`src/rtl/brie_pkg.sv`:
```
package brie_pkg;
  typedef enum logic [2:0] {
    K_SEQ, K_BCOND, K_BIMM, K_CALLI, K_JREG, K_CALLR, K_SCALL, K_BREAK
  } flow_kind_e;

  typedef enum logic [2:0] {
    C_EQ, C_NE, C_GT, C_GE, C_GTU, C_GEU, C_RSV6, C_RSV7
  } cmp_op_e;

  typedef struct packed {
    logic bie;
    logic eie;
    logic gie;
  } ie_t;
endpackage

```
`src/rtl/brie_cmp.sv`:
```
module brie_cmp #(
  parameter int W = 32
) (
  input  logic [2:0]   op_i,
  input  logic [W-1:0] a_i,
  input  logic [W-1:0] b_i,
  output logic         take_o
);
  import brie_pkg::*;
  cmp_op_e op;
  assign op = cmp_op_e'(op_i);

  always_comb begin
    case (op)
      C_EQ:    take_o = (a_i == b_i);
      C_NE:    take_o = (a_i != b_i);
      C_GT:    take_o = ($signed(a_i) >  $signed(b_i));
      C_GE:    take_o = ($signed(a_i) >= $signed(b_i));
      C_GTU:   take_o = (a_i >  b_i);
      C_GEU:   take_o = (a_i >= b_i);
      default: take_o = 1'b0;
    endcase
  end
endmodule

```
`src/rtl/brie_next_pc.sv`:
```
module brie_next_pc #(
  parameter int W     = 32,
  parameter int OFF16 = 16,
  parameter int OFF26 = 26
) (
  input  logic [2:0]       kind_i,
  input  logic [W-1:0]     pc_i,
  input  logic             take_i,
  input  logic [OFF16-1:0] imm16_i,
  input  logic [OFF26-1:0] imm26_i,
  input  logic [W-1:0]     reg_tgt_i,
  output logic [W-1:0]     next_pc_o,
  output logic [W-1:0]     seq_pc_o,
  output logic [W-1:0]     pc_al_o
);
  import brie_pkg::*;
  localparam int EXT16 = W - OFF16 - 2;
  localparam int EXT26 = W - OFF26 - 2;

  flow_kind_e   kind;
  logic [W-1:0] pc_al, seq_pc, br_off, jmp_off, raw;

  assign kind    = flow_kind_e'(kind_i);
  assign pc_al   = {pc_i[W-1:2], 2'b00};
  assign seq_pc  = pc_al + W'(4);
  assign br_off  = {{EXT16{imm16_i[OFF16-1]}}, imm16_i, 2'b00};
  assign jmp_off = {{EXT26{imm26_i[OFF26-1]}}, imm26_i, 2'b00};

  always_comb begin
    case (kind)
      K_SEQ:           raw = seq_pc;
      K_BCOND:         raw = take_i ? (pc_al + br_off) : seq_pc;
      K_BIMM, K_CALLI: raw = pc_al + jmp_off;
      K_JREG, K_CALLR: raw = reg_tgt_i;
      default:         raw = pc_al;
    endcase
  end

  assign next_pc_o = {raw[W-1:2], 2'b00};
  assign seq_pc_o  = seq_pc;
  assign pc_al_o   = pc_al;
endmodule

```
`src/rtl/brie_ie_reg.sv`:
```
module brie_ie_reg (
  input  logic           clk_i,
  input  logic           rst_ni,
  input  logic           exc_entry_i,
  input  logic           brk_entry_i,
  input  logic           csr_we_i,
  input  brie_pkg::ie_t  csr_data_i,
  input  logic           ret_exc_i,
  input  logic           ret_brk_i,
  output brie_pkg::ie_t  ie_o
);
  import brie_pkg::*;
  ie_t ie_q, ie_d;

  always_comb begin
    ie_d = ie_q;
    if (brk_entry_i) begin
      ie_d.bie = ie_q.gie;
      ie_d.gie = 1'b0;
    end else if (exc_entry_i) begin
      ie_d.eie = ie_q.gie;
      ie_d.gie = 1'b0;
    end else if (csr_we_i) begin
      ie_d = csr_data_i;
    end else if (ret_exc_i) begin
      ie_d.gie = ie_q.eie;
    end else if (ret_brk_i) begin
      ie_d.gie = ie_q.bie;
    end
  end

  always_ff @(posedge clk_i or negedge rst_ni) begin
    if (!rst_ni) ie_q <= '0;
    else         ie_q <= ie_d;
  end

  assign ie_o = ie_q;

  a_r9_exc_save: assert property (@(posedge clk_i) disable iff (!rst_ni)
    exc_entry_i && !brk_entry_i |=> !ie_q.gie && ie_q.eie == $past(ie_q.gie)
                                    && ie_q.bie == $past(ie_q.bie));
  a_r9_brk_save: assert property (@(posedge clk_i) disable iff (!rst_ni)
    brk_entry_i |=> !ie_q.gie && ie_q.bie == $past(ie_q.gie)
                    && ie_q.eie == $past(ie_q.eie));
  a_r10_exc_ret: assert property (@(posedge clk_i) disable iff (!rst_ni)
    ret_exc_i && !exc_entry_i && !brk_entry_i && !csr_we_i
      |=> ie_q.gie == $past(ie_q.eie) && $stable(ie_q.eie));
  a_r10_brk_ret: assert property (@(posedge clk_i) disable iff (!rst_ni)
    ret_brk_i && !exc_entry_i && !brk_entry_i && !csr_we_i
      |=> ie_q.gie == $past(ie_q.bie) && $stable(ie_q.bie));
  a_r11_csr_load: assert property (@(posedge clk_i) disable iff (!rst_ni)
    csr_we_i && !exc_entry_i && !brk_entry_i |=> ie_q == $past(csr_data_i));
endmodule

```
`src/rtl/brie_ctrl.sv`:
```
module brie_ctrl #(
  parameter int XLEN        = 32,
  parameter int REG_IDX_W   = 5,
  parameter int LINK_REG    = 29,
  parameter int EXC_RET_REG = 30,
  parameter int BRK_RET_REG = 31
) (
  input  logic                 clk_i,
  input  logic                 rst_ni,
  input  logic                 step_i,
  input  logic [XLEN-1:0]      pc_i,
  input  logic [2:0]           kind_i,
  input  logic [2:0]           cmp_op_i,
  input  logic [XLEN-1:0]      opa_i,
  input  logic [XLEN-1:0]      opb_i,
  input  logic [REG_IDX_W-1:0] opa_idx_i,
  input  logic [15:0]          imm16_i,
  input  logic [25:0]          imm26_i,
  input  logic                 exc_entry_i,
  input  logic                 brk_entry_i,
  input  logic                 csr_we_i,
  input  logic [2:0]           csr_wdata_i,
  output logic [XLEN-1:0]      next_pc_o,
  output logic                 link_we_o,
  output logic [REG_IDX_W-1:0] link_idx_o,
  output logic [XLEN-1:0]      link_data_o,
  output logic                 sys_exc_o,
  output logic                 brk_exc_o,
  output logic [XLEN-1:0]      fault_pc_o,
  output logic [2:0]           ie_o
);
  import brie_pkg::*;

  flow_kind_e    kind;
  logic          take;
  logic [XLEN-1:0] seq_pc, pc_al;
  logic          ret_exc, ret_brk, is_call;
  ie_t           ie_q;

  assign kind = flow_kind_e'(kind_i);

  brie_cmp #(.W(XLEN)) u_cmp (
    .op_i(cmp_op_i), .a_i(opa_i), .b_i(opb_i), .take_o(take)
  );

  brie_next_pc #(.W(XLEN)) u_npc (
    .kind_i(kind_i), .pc_i(pc_i), .take_i(take),
    .imm16_i(imm16_i), .imm26_i(imm26_i), .reg_tgt_i(opa_i),
    .next_pc_o(next_pc_o), .seq_pc_o(seq_pc), .pc_al_o(pc_al)
  );

  assign ret_exc = step_i && kind == K_JREG && opa_idx_i == REG_IDX_W'(EXC_RET_REG);
  assign ret_brk = step_i && kind == K_JREG && opa_idx_i == REG_IDX_W'(BRK_RET_REG);

  brie_ie_reg u_ie (
    .clk_i(clk_i), .rst_ni(rst_ni),
    .exc_entry_i(exc_entry_i), .brk_entry_i(brk_entry_i),
    .csr_we_i(csr_we_i), .csr_data_i(ie_t'(csr_wdata_i)),
    .ret_exc_i(ret_exc), .ret_brk_i(ret_brk), .ie_o(ie_q)
  );

  assign is_call     = (kind == K_CALLI) || (kind == K_CALLR);
  assign link_we_o   = step_i && is_call;
  assign link_idx_o  = REG_IDX_W'(LINK_REG);
  assign link_data_o = seq_pc;
  assign sys_exc_o   = step_i && kind == K_SCALL;
  assign brk_exc_o   = step_i && kind == K_BREAK;
  assign fault_pc_o  = pc_al;
  assign ie_o        = ie_q;

  a_r13_aligned: assert property (@(posedge clk_i) disable iff (!rst_ni)
    next_pc_o[1:0] == 2'b00 && link_data_o[1:0] == 2'b00);
  a_r3_fallthrough: assert property (@(posedge clk_i) disable iff (!rst_ni)
    kind == K_BCOND && !take |-> next_pc_o == link_data_o);
  a_r5_link_calls: assert property (@(posedge clk_i) disable iff (!rst_ni)
    link_we_o |-> step_i && is_call);
  a_r7_exc_onehot: assert property (@(posedge clk_i) disable iff (!rst_ni)
    $onehot0({sys_exc_o, brk_exc_o}));
  a_r7_hold_pc: assert property (@(posedge clk_i) disable iff (!rst_ni)
    (sys_exc_o || brk_exc_o) |-> next_pc_o == fault_pc_o);
endmodule

```
`config.mk`:
```
export PLATFORM = sky130hd
export DESIGN_NAME = brie_ctrl
export DESIGN_NICKNAME = d
export VERILOG_FILES = /design/src/rtl/brie_pkg.sv /design/src/rtl/brie_cmp.sv /design/src/rtl/brie_next_pc.sv /design/src/rtl/brie_ie_reg.sv /design/src/rtl/brie_ctrl.sv
export SDC_FILE = /design/constraint.sdc
export NUM_CORES = 1
export LEC_CHECK = 0
export ABC_CLOCK_PERIOD_IN_PS = 3800
export BUFFER_PORTS_ARGS = -buffer_cell sky130_fd_sc_hd__buf_2
export CORE_ASPECT_RATIO = 2
export CORE_UTILIZATION = 40
export DETAILED_ROUTE_END_ITERATION = 8
export PLACE_DENSITY = 0.72
export SETUP_SLACK_MARGIN = 0.15
export SYNTH_ARGS = -nofsm -noshare
export SYNTH_HDL_FRONTEND = slang
export SYNTH_SLANG_ARGS = --single-unit
```
`constraint.sdc`:
```
create_clock -name clk_i -period 3.8 [get_ports clk_i]
set_input_delay 0.76 -clock clk_i [delete_from_list [all_inputs] [get_ports clk_i]]
set_output_delay 0.76 -clock clk_i [all_outputs]
set_load 0.01 [all_outputs]
```
* Word level (Yosys, flattened, before mapping)
Index checks and enable logic that the tools add are counted.
Word-level totals: register bits after elaboration 3, input bits 158, output and inout bits 107
Operators by class: add/subtract/negate cells 3, magnitude comparators 4, eq/ne operators 17, muxes and demuxes 11, bitwise logic cells 1, reductions and logical operators 16
Operators with widths (number):
- 32-bit case mux with 4 select lines | 1
- 32-bit adder | 2
- 32-bit >= comparator | 2
- 32-bit > comparator | 2
- 32-bit by 3-bit adder with 32-bit output, second input constant | 1
- 32-bit == test | 1
- 32-bit 2-to-1 mux | 1
- 32-bit != test | 1
- 3-bit == test, second input constant | 6
- 3-bit by 2-bit == test with 1-bit output, second input constant | 4
- 5-bit == test, second input constant | 2
- 3-bit by 1-bit == test with 1-bit output, second input constant | 2
- 1-bit logical AND | 6
- 3-bit zero test | 2
- 1-bit 2-to-1 mux | 6
- 1-bit case mux with 6 select lines | 1
- 5-bit nonzero test | 1
- 2-bit 2-to-1 mux | 2
- 2-bit AND reduction | 2
- 2-bit nonzero test | 2
- 2-bit OR reduction | 2
- 2-bit by 1-bit != test with 1-bit output, second input constant | 1
- 1-bit logical OR | 1
- 1-bit NOT | 1

* Longest topological paths before layout
depth after elaboration 8, gate-level depth with buffers 14

* Modules after synthesis
Synthesis repeated with hierarchy kept, for this count alone.
Unflattened totals: cells, all modules 849, area, all modules 6236.0 um^2
By module, submodules not included:
- brie_next_pc | instances 1, cells an instance 689, area an instance 5032.3 um^2, seq. area each 0.0 um^2
- brie_cmp | instances 1, cells an instance 124, area an instance 913.4 um^2, seq. area each 0.0 um^2
- brie_ie_reg | instances 1, cells an instance 18, area an instance 167.7 um^2, seq. area each 75.1 um^2
- brie_ctrl | instances 1, cells an instance 18, area an instance 122.6 um^2, seq. area each 0.0 um^2

* Least setup slack after synthesis
No wires, ideal clock.
kind input to output, start input opb_i[31], end output next_pc_o[5], arrival time 3327 ps, required time 3040 ps, setup slack -287 ps, stages on the path 13, buffers on the path 1, cell sequence inv_1 > ha_1 > nand4_4 > nor4_2 > nand2_1 > or4_4 > o21ai_2 > a31oi_2 > nor2_4 > buf_6 > mux2_2 > a21oi_1 > o21ai_0
On the way: word-level cells in the longest chain between the ends 4, elaborated cells between the ends (all ways) 9
RTL lines:
- from (decl) | RTL line brie_ctrl.sv:15 | input logic [XLEN-1:0] opb_i,
- 32-bit >= comparator, or another cell as far along | RTL line brie_cmp.sv:20 | C_GEU: take_o = (a_i >= b_i);
- 1-bit case mux with 6 select lines * | RTL line brie_cmp.sv:14 | case (op)
- 32-bit 2-to-1 mux * | RTL line brie_next_pc.sv:32 | K_BCOND: raw = take_i ? (pc_al + br_off) : seq_pc;
- 32-bit case mux with 4 select lines * | RTL line brie_next_pc.sv:30 | case (kind)
- to (decl) | RTL line brie_ctrl.sv:23 | output logic [XLEN-1:0] next_pc_o,
Every way passes the cells marked *; elsewhere a longest branch is shown, timed or not.

* Final worst setup path
start input opb_i[16], end output next_pc_o[25]
Same word-level chain as after synthesis.

==> results by group <==
Status
  – Status: finished, violations left
  – Failing checks: negative setup slack

Critical path
  – Kind of cell adding the most delay to the critical path: simple AND/OR/NAND/NOR gates
  – Critical path class: in2out
  – Worst r2r src: u_ie.ie_o[2]$_DFFE_PN0P_
  – Max Fanout on Critical Path: 6
  – Startpoint types: input port
  – Arr. time, crit path: around 3700 ps
  – Worst path depth: 17
  – Critical Path RT: 3040 ps
  – Critical path endpoint category: primary output
  – Buf+Inv Stages, Crit Path: 7
  – Setup crit start: opb_i[16]
  – Slowest CP cell: mux4_2
  – Worst r2r path cells: 6
  – Most used cell along the critical path: buf_4
  – CP cell instances: buf_2 > inv_2 > ha_4 > nand4_1 > buf_4 > nor4_4 > nand4_1 > buf_4 > nor3b_4 > nor4_2 > buf_4 > nor2_4 > buf_6 > o21bai_1 > mux4_2 > o21a_1 > buf_2
  – Crit-path max cell delay: around 450 ps
  – R2R Setup Slk: 2750 ps

Finish
  – Max reg flops: 3
  – Cell area after layout: roughly 10000 um^2
  – # fillers: between 1000 and 1500
  – Layout area overhead: 71.9%
  – Post-layout util: 0.703
  – Commonest non-fill, non-tap cells in the layout: buf_4, buf_2, nand2_1, nor2_1, a21oi_1
  – Nets@finish: 1603
  – Layout cell share with drive strength beyond 1: 0.494
  – Commonest non-fill, non-tap cell in the layout: buf_4

Clock network
  – H-tree Lvls: 1
  – Clk pin slew, worst setup/hold paths: 30 ps
  – CTS max path bufs: 2
  – CTS Sinks: 3
  – Clk_lat worst skew: 220 ps
  – CTS Buf Count: 3
  – Root buf cell: clkbuf_16
  – TritonCTS clock tree: done
  – Hold buffer count at cts: 0

Floorplanning
  – Initial core utilization: 0.409
  – Die area: 15700 um^2
  – # IOs: 265
  – Core area: 14800 um^2
  – Die height: 176 um
  – Die Wd: 89.0 um
  – Site row count: 63

Routing
  – Via density: 5.80
  – WL per Instance: 19.6 um
  – Total iterations of the first detailed-routing run: 5
  – Post-DRT Antenna Nets: 0
  – WL final: 30400 um
  – Via count: ~9000
  – DRC: 0
  – DRT iter0 DRCs: 527

Timing
  – Final setup margin: -679 ps
  – RSZ-0062 raised after global routing: yes
  – Slew headroom: 0.450
  – Period Utilization, post-route: 1.18
  – Final slew viol count: 0
  – Fin crit period: 4480 ps
  – Worst Tran Pin Value: ~800 ps
  – Clock skew: 2.20 ps
  – Hold Vio Cnt, Final: 0
  – Fmax: 0.223 GHz
  – Final count of negative-setup-slack endpoints: 30

Synth
  – Synth warn: 0
  – Async set or reset register ratio after synthesis: 1.00
  – Mean Syn Cell Area: just under 7 um^2
  – Post-synth EDFFs: 0
  – Post-synth top area share: 0.188
  – Mapped Area: 6060 um^2
  – Primary FF master, synth: dfrtp_1
  – Netlist cell types: 71
  – Yosys top cell by area: ha_1
  – Post-Syn Instances: 878
  – Synthesized flop and latch total: 3
  – Area contributors post-synth: ha_1, xnor2_1, a21oi_1
  – Register area share after synthesis: 0.0124

Power
  – Lkg Pwr: 5.08 nW
  – Clock network power share: 0.089
  – Design Power: 0.00189 W
  – P_int: 0.000996 W
  – Seq pwr share: 0.019
  – Comb power frac: 0.892
  – Net switching power: 0.000895 W
  – Switch share: 0.473
  – Peak supply drop: 0.292 mV
  – Power Density: about 180 nW/um^2

Global routing
  – Largest net degree at the start of global routing: 41
  – Vias in the first global route: 9023
  – First-pass GRT wire length: 44300 um
  – Grt ovf: 0
  – Initial antenna violation count: 2
  – GRT Overall Usage: 0.372

Placed design
  – Final GP Congestion: just over 1
  – Port buffer count: 251
  – Hpwl dp: ~24000 um
  – Placed Area: 9430 um^2

Worst hold path
  – Hold Path Class: in2async

Job
  – Max cap viols: 0
layer usage:
metal | wire length (um) | track usage | part of all wire
met3 | 2020 | 0.0720 | 0.066
met1 | 9600 | 0.344 | 0.32
met5 | 0 | 0 | 0
met2 | 15500 | 0.656 | 0.51
met4 | 3220 | 0.345 | 0.11
worst register-to-register path: stages (launching register included):
cell and delay, ps:
dfrtp_1 390, mux2i_1 150, nand2_1 60, o21ai_0 80, nor2_1 60, a21oi_1 130
nor3_1 70
power groups by stage:
stage                     Combinational (W)  Sequential [W]  Clock (W)
after detailed placement            0.00147       0.0000364          0
after floorplan                    0.000817       0.0000371          0
after global placement              0.00145       0.0000363          0
after CTS                           0.00158       0.0000360   0.000169
final                               0.00169       0.0000361   0.000168
after global routing                0.00181       0.0000366   0.000175
final timing paths:
check / endpoint
worst min register to register: u_ie.ie_o[2]$_DFFE_PN0P_
worst max register to register: u_ie.ie_o[0]$_DFFE_PN0P_
worst max-delay path: next_pc_o[25]
max in group asynchronous: u_ie.ie_o[1]$_DFFE_PN0P_
worst min-delay path: u_ie.ie_o[0]$_DFFE_PN0P_
min in group clk_i: u_ie.ie_o[2]$_DFFE_PN0P_
logic make-up after synthesis:
kind of cell | count (synthesis) | synth area share
compound gates | 291 | 0.315
simple gates | 276 | 0.225
fa+ha+maj | 93 | 0.195
mux | 23 | 0.0413
flops | 3 | 0.0124
other cells | 2 | 0.00124
buf+inv | 114 | 0.101
xor+xnor | 76 | 0.110
cell usage after synthesis (3+ instances only):
library cell   n
xor2_1        27
dfrtp_1        3
nor2b_1        8
o21a_1        23
a221o_1        5
a31oi_1       10
o31ai_1        4
a211oi_1       7
o21ai_0       47
mux2_2         6
and2_1         4
a21oi_1       84
a21boi_0       5
xnor2_1       49
a221oi_1      12
nor4_1         5
o21bai_1      12
nor2_1        71
a21o_1        21
or3_1          3
o22a_1         5
or2_2          3
a22oi_1        6
o21ai_1        5
nor3_1        22
nand4_1       16
o221ai_1       5
o211ai_1       9
nand2b_1      15
nand3_1       33
o22ai_1       10
inv_1         51
and3_1         9
buf_4         42
clkbuf_1      17
and4_1         5
ha_1          91
nand2_1       72
mux2i_1       16
metrics by stage:
stage	setup TNS (ps)	hold slack, ps	instances	setup WS (ps)
floorplan	-766	464	887	-82.2
global placement	-15060	533	1508	-678
detailed placement	-15820	531	1508	-674
CTS	-13450	324	1535	-561
global route	-19620	324	1548	-780
finish	-16690	325	1548	-679
cell type report:
| type | count | area (um^2) | share of cell area |
|---|---|---|---|
| multi-input combinational | 770 | 6190 | 0.595 |
| clock buffer | 4 | 78.8 | 0.00757 |
| sequential | 3 | 75.1 | 0.00721 |
| tap | 195 | 244 | 0.0234 |
| timing repair buffer | 523 | 3590 | 0.345 |
| antenna | 2 | 5.00 | 0.000481 |
| inverter | 51 | 226 | 0.0217 |
repair_timing:
action,4_1_cts,5_1_grt
gates resized for setup,109,45
hold endpoints to repair,0,0
cloned,1,0
pin swaps,43,40
setup buffers,22,11
setup endpoints to repair,30,31
Note: power is estimated with default switching activity, not from simulation.
